[src/rtl/plu_pkg.sv]
package plu_pkg;
  localparam int CW         = 8;   // coefficient, intensity and dot width
  localparam int VW         = 10;  // signed vector component width
  localparam int VFRAC      = 8;   // fractional bits of a component
  localparam int MAX_LIGHTS = 8;
  localparam int NEXP       = 9;   // exponents 2^0 .. 2^8
  localparam int ESW        = 4;   // exponent selector width
  localparam int NCH        = 3;   // colour channels
  localparam int CNTW       = $clog2(MAX_LIGHTS);
endpackage

[src/rtl/plu_dot3.sv]
module plu_dot3 #(
  parameter int VW    = plu_pkg::VW,
  parameter int VFRAC = plu_pkg::VFRAC,
  parameter int CW    = plu_pkg::CW
) (
  input  logic [3*VW-1:0] a_i,
  input  logic [3*VW-1:0] b_i,
  output logic [CW-1:0]   dot_o
);
  localparam int PW = 2 * VW;
  localparam int SW = PW + 2;
  localparam int SH = 2 * VFRAC - CW;

  logic signed [PW-1:0] ea [3];
  logic signed [PW-1:0] eb [3];
  logic signed [PW-1:0] pr [3];
  logic signed [SW-1:0] sum;
  logic signed [SW-1:0] q;

  always_comb begin
    for (int k = 0; k < 3; k++) begin
      ea[k] = {{VW{a_i[k*VW+VW-1]}}, a_i[k*VW +: VW]};
      eb[k] = {{VW{b_i[k*VW+VW-1]}}, b_i[k*VW +: VW]};
      pr[k] = ea[k] * eb[k];
    end
    sum = {{2{pr[0][PW-1]}}, pr[0]} + {{2{pr[1][PW-1]}}, pr[1]}
        + {{2{pr[2][PW-1]}}, pr[2]};
    q = sum >>> SH;
    if (sum[SW-1])           dot_o = '0;
    else if (|q[SW-1:CW])    dot_o = {CW{1'b1}};
    else                     dot_o = q[CW-1:0];
  end
endmodule

[src/rtl/plu_spec_rom.sv]
module plu_spec_rom #(
  parameter int CW   = plu_pkg::CW,
  parameter int NEXP = plu_pkg::NEXP,
  parameter int ESW  = plu_pkg::ESW
) (
  input  logic [CW-1:0]  addr_i,
  input  logic [ESW-1:0] sel_i,
  output logic [CW-1:0]  pw_o
);
  localparam int DEPTH = 1 << CW;
  localparam int TBITS = DEPTH * CW;

  function automatic logic [TBITS-1:0] build_tbl(input int k);
    logic [TBITS-1:0] t;
    int p;
    t = '0;
    for (int x = 0; x < DEPTH; x++) begin
      p = x;
      for (int j = 0; j < k; j++) p = (p * p) >> CW;
      t[x*CW +: CW] = CW'(p);
    end
    return t;
  endfunction

  logic [CW-1:0] tap [NEXP];

  for (genvar k = 0; k < NEXP; k++) begin : g_tbl
    localparam logic [TBITS-1:0] TBL = build_tbl(k);
    assign tap[k] = TBL[addr_i*CW +: CW];
  end

  always_comb begin
    pw_o = tap[NEXP-1];
    for (int k = 0; k < NEXP - 1; k++)
      if (int'(sel_i) == k) pw_o = tap[k];
  end

  always_comb begin

    if (addr_i == '0) lut_zero_chk: assert (pw_o == '0);

    if (sel_i == '0) lut_ident_chk: assert (pw_o == addr_i);
  end
endmodule

[src/rtl/plu_light_term.sv]
module plu_light_term #(
  parameter int CW = plu_pkg::CW
) (
  input  logic [CW-1:0] il_i,
  input  logic [CW-1:0] kd_i,
  input  logic [CW-1:0] ks_i,
  input  logic [CW-1:0] dl_i,
  input  logic [CW-1:0] sp_i,
  input  logic          spec_en_i,
  output logic [CW:0]   term_o
);
  localparam int PW = 2 * CW;
  localparam int QW = 2 * CW + 1;

  logic [PW-1:0] dm, sm;
  logic [CW-1:0] dpart, spart;
  logic [CW:0]   mix;
  logic [QW-1:0] qm;

  always_comb begin
    dm     = PW'(kd_i) * PW'(dl_i);
    sm     = PW'(ks_i) * PW'(sp_i);
    dpart  = dm[PW-1:CW];
    spart  = spec_en_i ? sm[PW-1:CW] : '0;
    mix    = {1'b0, dpart} + {1'b0, spart};
    qm     = QW'(il_i) * QW'(mix);
    term_o = qm[QW-1:CW];
  end
endmodule

[src/rtl/pixel_lighting_unit.sv]
module pixel_lighting_unit
  import plu_pkg::*;
#(
  parameter int P_CW    = plu_pkg::CW,
  parameter int P_VW    = plu_pkg::VW,
  parameter int P_ESW   = plu_pkg::ESW,
  parameter int P_CNTW  = plu_pkg::CNTW
) (
  input  logic                  clk,
  input  logic                  rst_n,
  input  logic                  in_valid,
  output logic                  in_ready,
  input  logic                  in_mode,
  input  logic [P_ESW-1:0]      in_exp,
  input  logic [P_CNTW-1:0]     in_nlights_m1,
  input  logic [P_CW-1:0]       in_ka,
  input  logic [P_CW-1:0]       in_kd,
  input  logic [P_CW-1:0]       in_ks,
  input  logic [3*P_CW-1:0]     in_amb_rgb,
  input  logic [3*P_VW-1:0]     in_normal,
  input  logic [3*P_VW-1:0]     in_ldir,
  input  logic [3*P_VW-1:0]     in_half,
  input  logic [3*P_CW-1:0]     in_lrgb,
  output logic                  out_valid,
  input  logic                  out_ready,
  output logic [3*P_CW-1:0]     out_rgb
);
  localparam int AW  = P_CW + 2 + P_CNTW;
  localparam int MW2 = 2 * P_CW;
  localparam int VEC = 3 * P_VW;

  logic                busy;
  logic [P_CNTW-1:0]   remain;
  logic                mode_q;
  logic [P_ESW-1:0]    exp_q;
  logic [P_CW-1:0]     kd_q, ks_q;
  logic [VEC-1:0]      nrm_q;
  logic [NCH*AW-1:0]   acc_q, acc_nx;
  logic [NCH*P_CW-1:0] sat_nx, out_q;

  logic                fire, last, mode_eff;
  logic [P_ESW-1:0]    exp_eff;
  logic [P_CW-1:0]     kd_eff, ks_eff, d_l, d_h, sp;
  logic [VEC-1:0]      nrm_eff;

  assign in_ready = !out_valid || out_ready;
  assign fire     = in_valid && in_ready;
  assign mode_eff = busy ? mode_q : in_mode;
  assign exp_eff  = busy ? exp_q  : in_exp;
  assign kd_eff   = busy ? kd_q   : in_kd;
  assign ks_eff   = busy ? ks_q   : in_ks;
  assign nrm_eff  = busy ? nrm_q  : in_normal;
  assign last     = busy ? (remain == '0) : (in_nlights_m1 == '0);
  assign out_rgb  = out_q;

  plu_dot3 #(.VW(P_VW), .CW(P_CW)) u_dot_l (
    .a_i(nrm_eff), .b_i(in_ldir), .dot_o(d_l));
  plu_dot3 #(.VW(P_VW), .CW(P_CW)) u_dot_h (
    .a_i(nrm_eff), .b_i(in_half), .dot_o(d_h));
  plu_spec_rom #(.CW(P_CW), .ESW(P_ESW)) u_spec (
    .addr_i(d_h), .sel_i(exp_eff), .pw_o(sp));

  for (genvar c = 0; c < NCH; c++) begin : g_ch
    logic [MW2-1:0] amb_m;
    logic [P_CW:0]  term;
    logic [AW-1:0]  base, nx;

    assign amb_m = MW2'(in_ka) * MW2'(in_amb_rgb[c*P_CW +: P_CW]);

    plu_light_term #(.CW(P_CW)) u_term (
      .il_i(in_lrgb[c*P_CW +: P_CW]), .kd_i(kd_eff), .ks_i(ks_eff),
      .dl_i(d_l), .sp_i(sp), .spec_en_i(mode_eff), .term_o(term));

    assign base = busy ? acc_q[c*AW +: AW] : AW'(amb_m[MW2-1:P_CW]);
    assign nx   = base + AW'(term);
    assign acc_nx[c*AW +: AW]     = nx;
    assign sat_nx[c*P_CW +: P_CW] = (|nx[AW-1:P_CW]) ? {P_CW{1'b1}} : nx[P_CW-1:0];


    acc_grow_chk: assert property (@(posedge clk) disable iff (!rst_n)
      (fire && busy) |=> (acc_q[c*AW +: AW] >= $past(acc_q[c*AW +: AW])));
  end

  always_ff @(posedge clk or negedge rst_n) begin
    if (!rst_n) begin
      busy      <= 1'b0;
      remain    <= '0;
      out_valid <= 1'b0;
      mode_q    <= 1'b0;
      exp_q     <= '0;
      kd_q      <= '0;
      ks_q      <= '0;
      nrm_q     <= '0;
      acc_q     <= '0;
      out_q     <= '0;
    end else begin
      if (out_valid && out_ready) out_valid <= 1'b0;
      if (fire) begin
        acc_q <= acc_nx;
        if (!busy) begin
          mode_q <= in_mode;
          exp_q  <= in_exp;
          kd_q   <= in_kd;
          ks_q   <= in_ks;
          nrm_q  <= in_normal;
        end
        if (last) begin
          busy      <= 1'b0;
          out_valid <= 1'b1;
          out_q     <= sat_nx;
        end else begin
          busy   <= 1'b1;
          remain <= busy ? (remain - P_CNTW'(1)) : (in_nlights_m1 - P_CNTW'(1));
        end
      end
    end
  end

  // independent beat tally for the checks below
  logic [P_CNTW:0] chk_beats, chk_target;
  always_ff @(posedge clk or negedge rst_n) begin
    if (!rst_n) begin
      chk_beats  <= '0;
      chk_target <= '0;
    end else if (fire) begin
      chk_beats  <= busy ? chk_beats + (P_CNTW+1)'(1) : (P_CNTW+1)'(1);
      chk_target <= busy ? chk_target : {1'b0, in_nlights_m1} + (P_CNTW+1)'(1);
    end
  end


  beat_count_chk: assert property (@(posedge clk) disable iff (!rst_n)
    (fire && last) |=> (out_valid && chk_beats == chk_target));

  busy_idle_out_chk: assert property (@(posedge clk) disable iff (!rst_n)
    busy |-> !out_valid);

  hold_stable_chk: assert property (@(posedge clk) disable iff (!rst_n)
    (out_valid && !out_ready) |=> (out_valid && $stable(out_rgb)));

  no_bubble_chk: assert property (@(posedge clk) disable iff (!rst_n)
    (fire && !busy && in_nlights_m1 == '0) |=> out_valid);
endmodule

[config.mk]
export PLATFORM = sky130hd
export DESIGN_NAME = pixel_lighting_unit
export DESIGN_NICKNAME = d
export VERILOG_FILES = /design/src/rtl/plu_pkg.sv /design/src/rtl/plu_dot3.sv /design/src/rtl/plu_spec_rom.sv /design/src/rtl/plu_light_term.sv /design/src/rtl/pixel_lighting_unit.sv
export SDC_FILE = /design/constraint.sdc
export NUM_CORES = 2
export LEC_CHECK = 0
export ABC_CLOCK_PERIOD_IN_PS = 19300
export BUFFER_PORTS_ARGS = -buffer_cell sky130_fd_sc_hd__buf_4
export CAP_MARGIN = 25
export CORE_MARGIN = 5
export CORE_UTILIZATION = 45
export DETAILED_ROUTE_END_ITERATION = 8
export GPL_TIMING_DRIVEN = 0
export PLACE_DENSITY = 0.61
export SLEW_MARGIN = 20
export SYNTH_ARGS = -nofsm -noshare
export SYNTH_HDL_FRONTEND = slang
export SYNTH_HIERARCHICAL = 1
export SYNTH_SLANG_ARGS = --single-unit
[constraint.sdc]
create_clock -name clk -period 19.3 [get_ports clk]
set_clock_uncertainty 0.1 [all_clocks]
set_input_delay 0.965 -clock clk [delete_from_list [all_inputs] [get_ports clk]]
set_output_delay 0.965 -clock clk [all_outputs]
set_load 0.02 [all_outputs]
==> results.cfg <==
[clocking]
htree_levels = 4
clkTransAtPathRegs_ns = 0.07
root_buffer = clkbuf_16
cts-hold-fix-buffers = 0
cts_tree = built
cts.sinks = 119
clockBufferDepth = 2
worstSkewPairLatency_ns = 0.58
cts_buffers = 17

[sta]
final.period_utilization = 1.08
holdWs_ns = 0.264
setup_ws_ns = -1.45
finalHoldViolCount = 0
drv_slew = 0
fin_tns_setup_ns = -60.31
rsz0062_at_grt = true
fmax_mhz = 48.2
period_needed_ns = 20.75
worstMarginPinSlew_ns = 1.19
setup_viol = 59
relSlewSlack = 0.205

[worst_setup_path]
critPathKind = reg -> reg
timing.rr.start = busy$_DFFE_PN0P_
arrival_ns = 21.07
endpoint_kind = register
crit_buf_inv = 20
cp.depth = 76
cp.required_ns = 19.61
r2r.worst_path.cells = 76
r2r-end = out_rgb[14]$_DFFE_PN0P_
crit_end = out_rgb[14]$_DFFE_PN0P_
crit_family = adder cells
path_max_fanout = 10
critPathLaunch = busy$_DFFE_PN0P_
path_common_cell = fa_1
cp-start-kind = register
cp_slowest_stage_delay_ns = 0.59
r2r_setup_slack_ns = -1.45
crit_slowest_cell = a211oi_2

[finish]
final_cells = 9677
drive_above_1_share = 0.193
layout.nets = 9777
area.growth.synth_to_final_pct = 19.3
utilization = 0.541

[detailed_routing]
drc = 0
routed_wirelength_um = 263000
initialDrtViolationCount = 4521
ant_nets = 0
via_per_inst = 5.76
vias = 55700
dr.pass1.iters = 8
wire_per_inst_um = 27.2

[placed_design]
placedCellCount = 9365
gp_congestion = 1.04
dp_hpwl_um = 202000
port_buffers = 167

[logic_synthesis]
synth_edf_count = 0
ys.flop_type = dfrtp_1
async_reset_ff_frac = 1.00
synth_area_um2 = 63500
synth_nets = 9301
synth.ff_latch_count = 119
yosysWarnings = 6
synth_seq_area_share = 0.0469
syn_area_per_cell_um2 = 8.70
synthesis.instances = 7297
synth_cell_types = 130

[global_routing]
antenna_found_initial = 30
grtUsageTotal = 0.354
grt_pass1_vias = 58600
grt_pass1_wl_um = 387000
grt-ovfl-total = 0
grt_max_degree = 73

[floorplan]
pin_count = 200
core_um2 = 140000
die_area_um2 = 149000
die_height_um = 386
num_rows = 137
start_util = 0.454
die_x_um = 386

[status]
status = finished with violations
violations = negative setup slack

[job]
maxCapViolations = 0

[hold_path]
min_path_type = in -> async
==> synthesized netlist by cell type, drive strengths merged, types with 10 or more instances <==
cell type / n / area share
nor2: 212 / 0.013
fa: 1178 / 0.37
mux2i: 18 / 0.0028
buf: 121 / 0.012
o21bai: 17 / 0.0021
ha: 652 / 0.13
a211o: 11 / 0.0016
o21a: 47 / 0.0056
a311oi: 14 / 0.0022
o211ai: 42 / 0.0050
nand2: 670 / 0.040
nor4: 19 / 0.0022
o22ai: 32 / 0.0032
a2111oi: 17 / 0.0029
or2: 16 / 0.0016
a211oi: 50 / 0.0061
a221oi: 15 / 0.0027
a21boi: 14 / 0.0018
nor2b: 90 / 0.0089
a32oi: 10 / 0.0014
xnor2: 112 / 0.015
dfrtp: 119 / 0.047
inv: 1504 / 0.089
mux2: 108 / 0.019
xor2: 64 / 0.0090
clkbuf: 169 / 0.010
nor3: 76 / 0.0062
and2: 847 / 0.084
o311ai: 16 / 0.0025
nand3: 76 / 0.0062
a31oi: 44 / 0.0043
a22oi: 16 / 0.0019
or3: 20 / 0.0021
nand4: 25 / 0.0025
o21ai: 258 / 0.021
nand2b: 58 / 0.0057
a21o: 50 / 0.0060
or4: 10 / 0.0012
o221ai: 11 / 0.0015
and3: 21 / 0.0022
o31ai: 21 / 0.0025
a21oi: 269 / 0.022
==> worst min path at each step <==
stage	cells after the start	from	end	slack [ns]
after floorplan	2	acc_q[21]$_DFFE_PN0P_	acc_q[21]$_DFFE_PN0P_	0.34
after global routing	1	rst_n	out_valid$_DFF_PN0_	0.28
after detailed placement	2	acc_q[21]$_DFFE_PN0P_	acc_q[21]$_DFFE_PN0P_	0.36
final	1	rst_n	out_valid$_DFF_PN0_	0.26
after CTS	1	rst_n	out_valid$_DFF_PN0_	0.21
after global placement	2	acc_q[21]$_DFFE_PN0P_	acc_q[21]$_DFFE_PN0P_	0.35
==> repair_timing <==
action | in CTS | in global routing
cloned | 16 | 6
pin swaps | 191 | 290
buffers inserted | 167 | 94
endpoints found under the setup margin | 63 | 63
resized for setup | 608 | 438
hold endpoints to repair | 0 | 0
==> layout by cell type (no fill, tap or decap), drive strengths merged, types with 18 or more instances in the layout <==
master | synthesis | final
mux2 | 108 | 114
nand2b | 58 | 58
o21a | 47 | 47
clkbuf | 169 | 172
fa | 1178 | 1178
inv | 1504 | 1509
nor2b | 90 | 90
dfrtp | 119 | 119
a21o | 50 | 50
nand4 | 25 | 25
nor3 | 76 | 76
xor2 | 64 | 64
a21oi | 269 | 271
nand2 | 670 | 670
nand3 | 76 | 76
a31oi | 44 | 45
o211ai | 42 | 42
o22ai | 32 | 32
nor2 | 212 | 212
and2 | 847 | 847
buf | 121 | 583
and3 | 21 | 21
a211oi | 50 | 50
ha | 652 | 652
o21ai | 258 | 258
o31ai | 21 | 21
or3 | 20 | 20
xnor2 | 112 | 112
mux2i | 18 | 18
nor4 | 19 | 19
==> cell type report <==
class                   count  area (um^2)
fillers                 13000        64200
multi-input cells        5392        57800
inverters                1506         5660
repair buffers            459         4140
flip-flops and latches    119         2980
well taps                1876         2350
plain buffers             278         2120
clock buffers              18          429
clock inverters            14          161
diodes                     15         37.5
==> registers in the layout, indices dropped and copies added, names as in the netlist <==
name,flops
acc_q,39
busy,1
exp_q,4
kd_q,8
ks_q,8
mode_q,1
nrm_q,30
out_rgb,24
out_valid,1
remain,3
==> kinds of logic after synthesis <==
family	synth area share
AOI/OAI and AO/OA	0.111
xor gates and xnor gates	0.0244
adders and majority gates	0.500
buffers and inverters	0.112
DFF	0.0469
muxes	0.0220
and+or+nand+nor	0.183
==> routing by layer <==
layer / wire length (um) / part of all wire / track usage / up-vias
li1: - / - / - / 24000
met1: 109000 / 0.42 / 0.473 / 28700
met2: 115000 / 0.44 / 0.545 / 2373
met3: 22500 / 0.085 / 0.0830 / 666
met4: 15700 / 0.060 / 0.165 / 14
met5: 102 / 0.00039 / 0 / -
==> through the flow <==
| step | setup slack, ns | cell area, um^2 |
|---|---|---|
| after detailed placement | -5.60 | 68100 |
| after CTS | -1.44 | 73100 |
| after global placement | -6.21 | 67600 |
| final | -1.45 | 75700 |
| after floorplan | 0.0109 | 64000 |
| after global routing | -1.91 | 75600 |
Power is not shown: default switching activity piles up to over one toggle a cycle in this logic, so the estimate is an artifact.
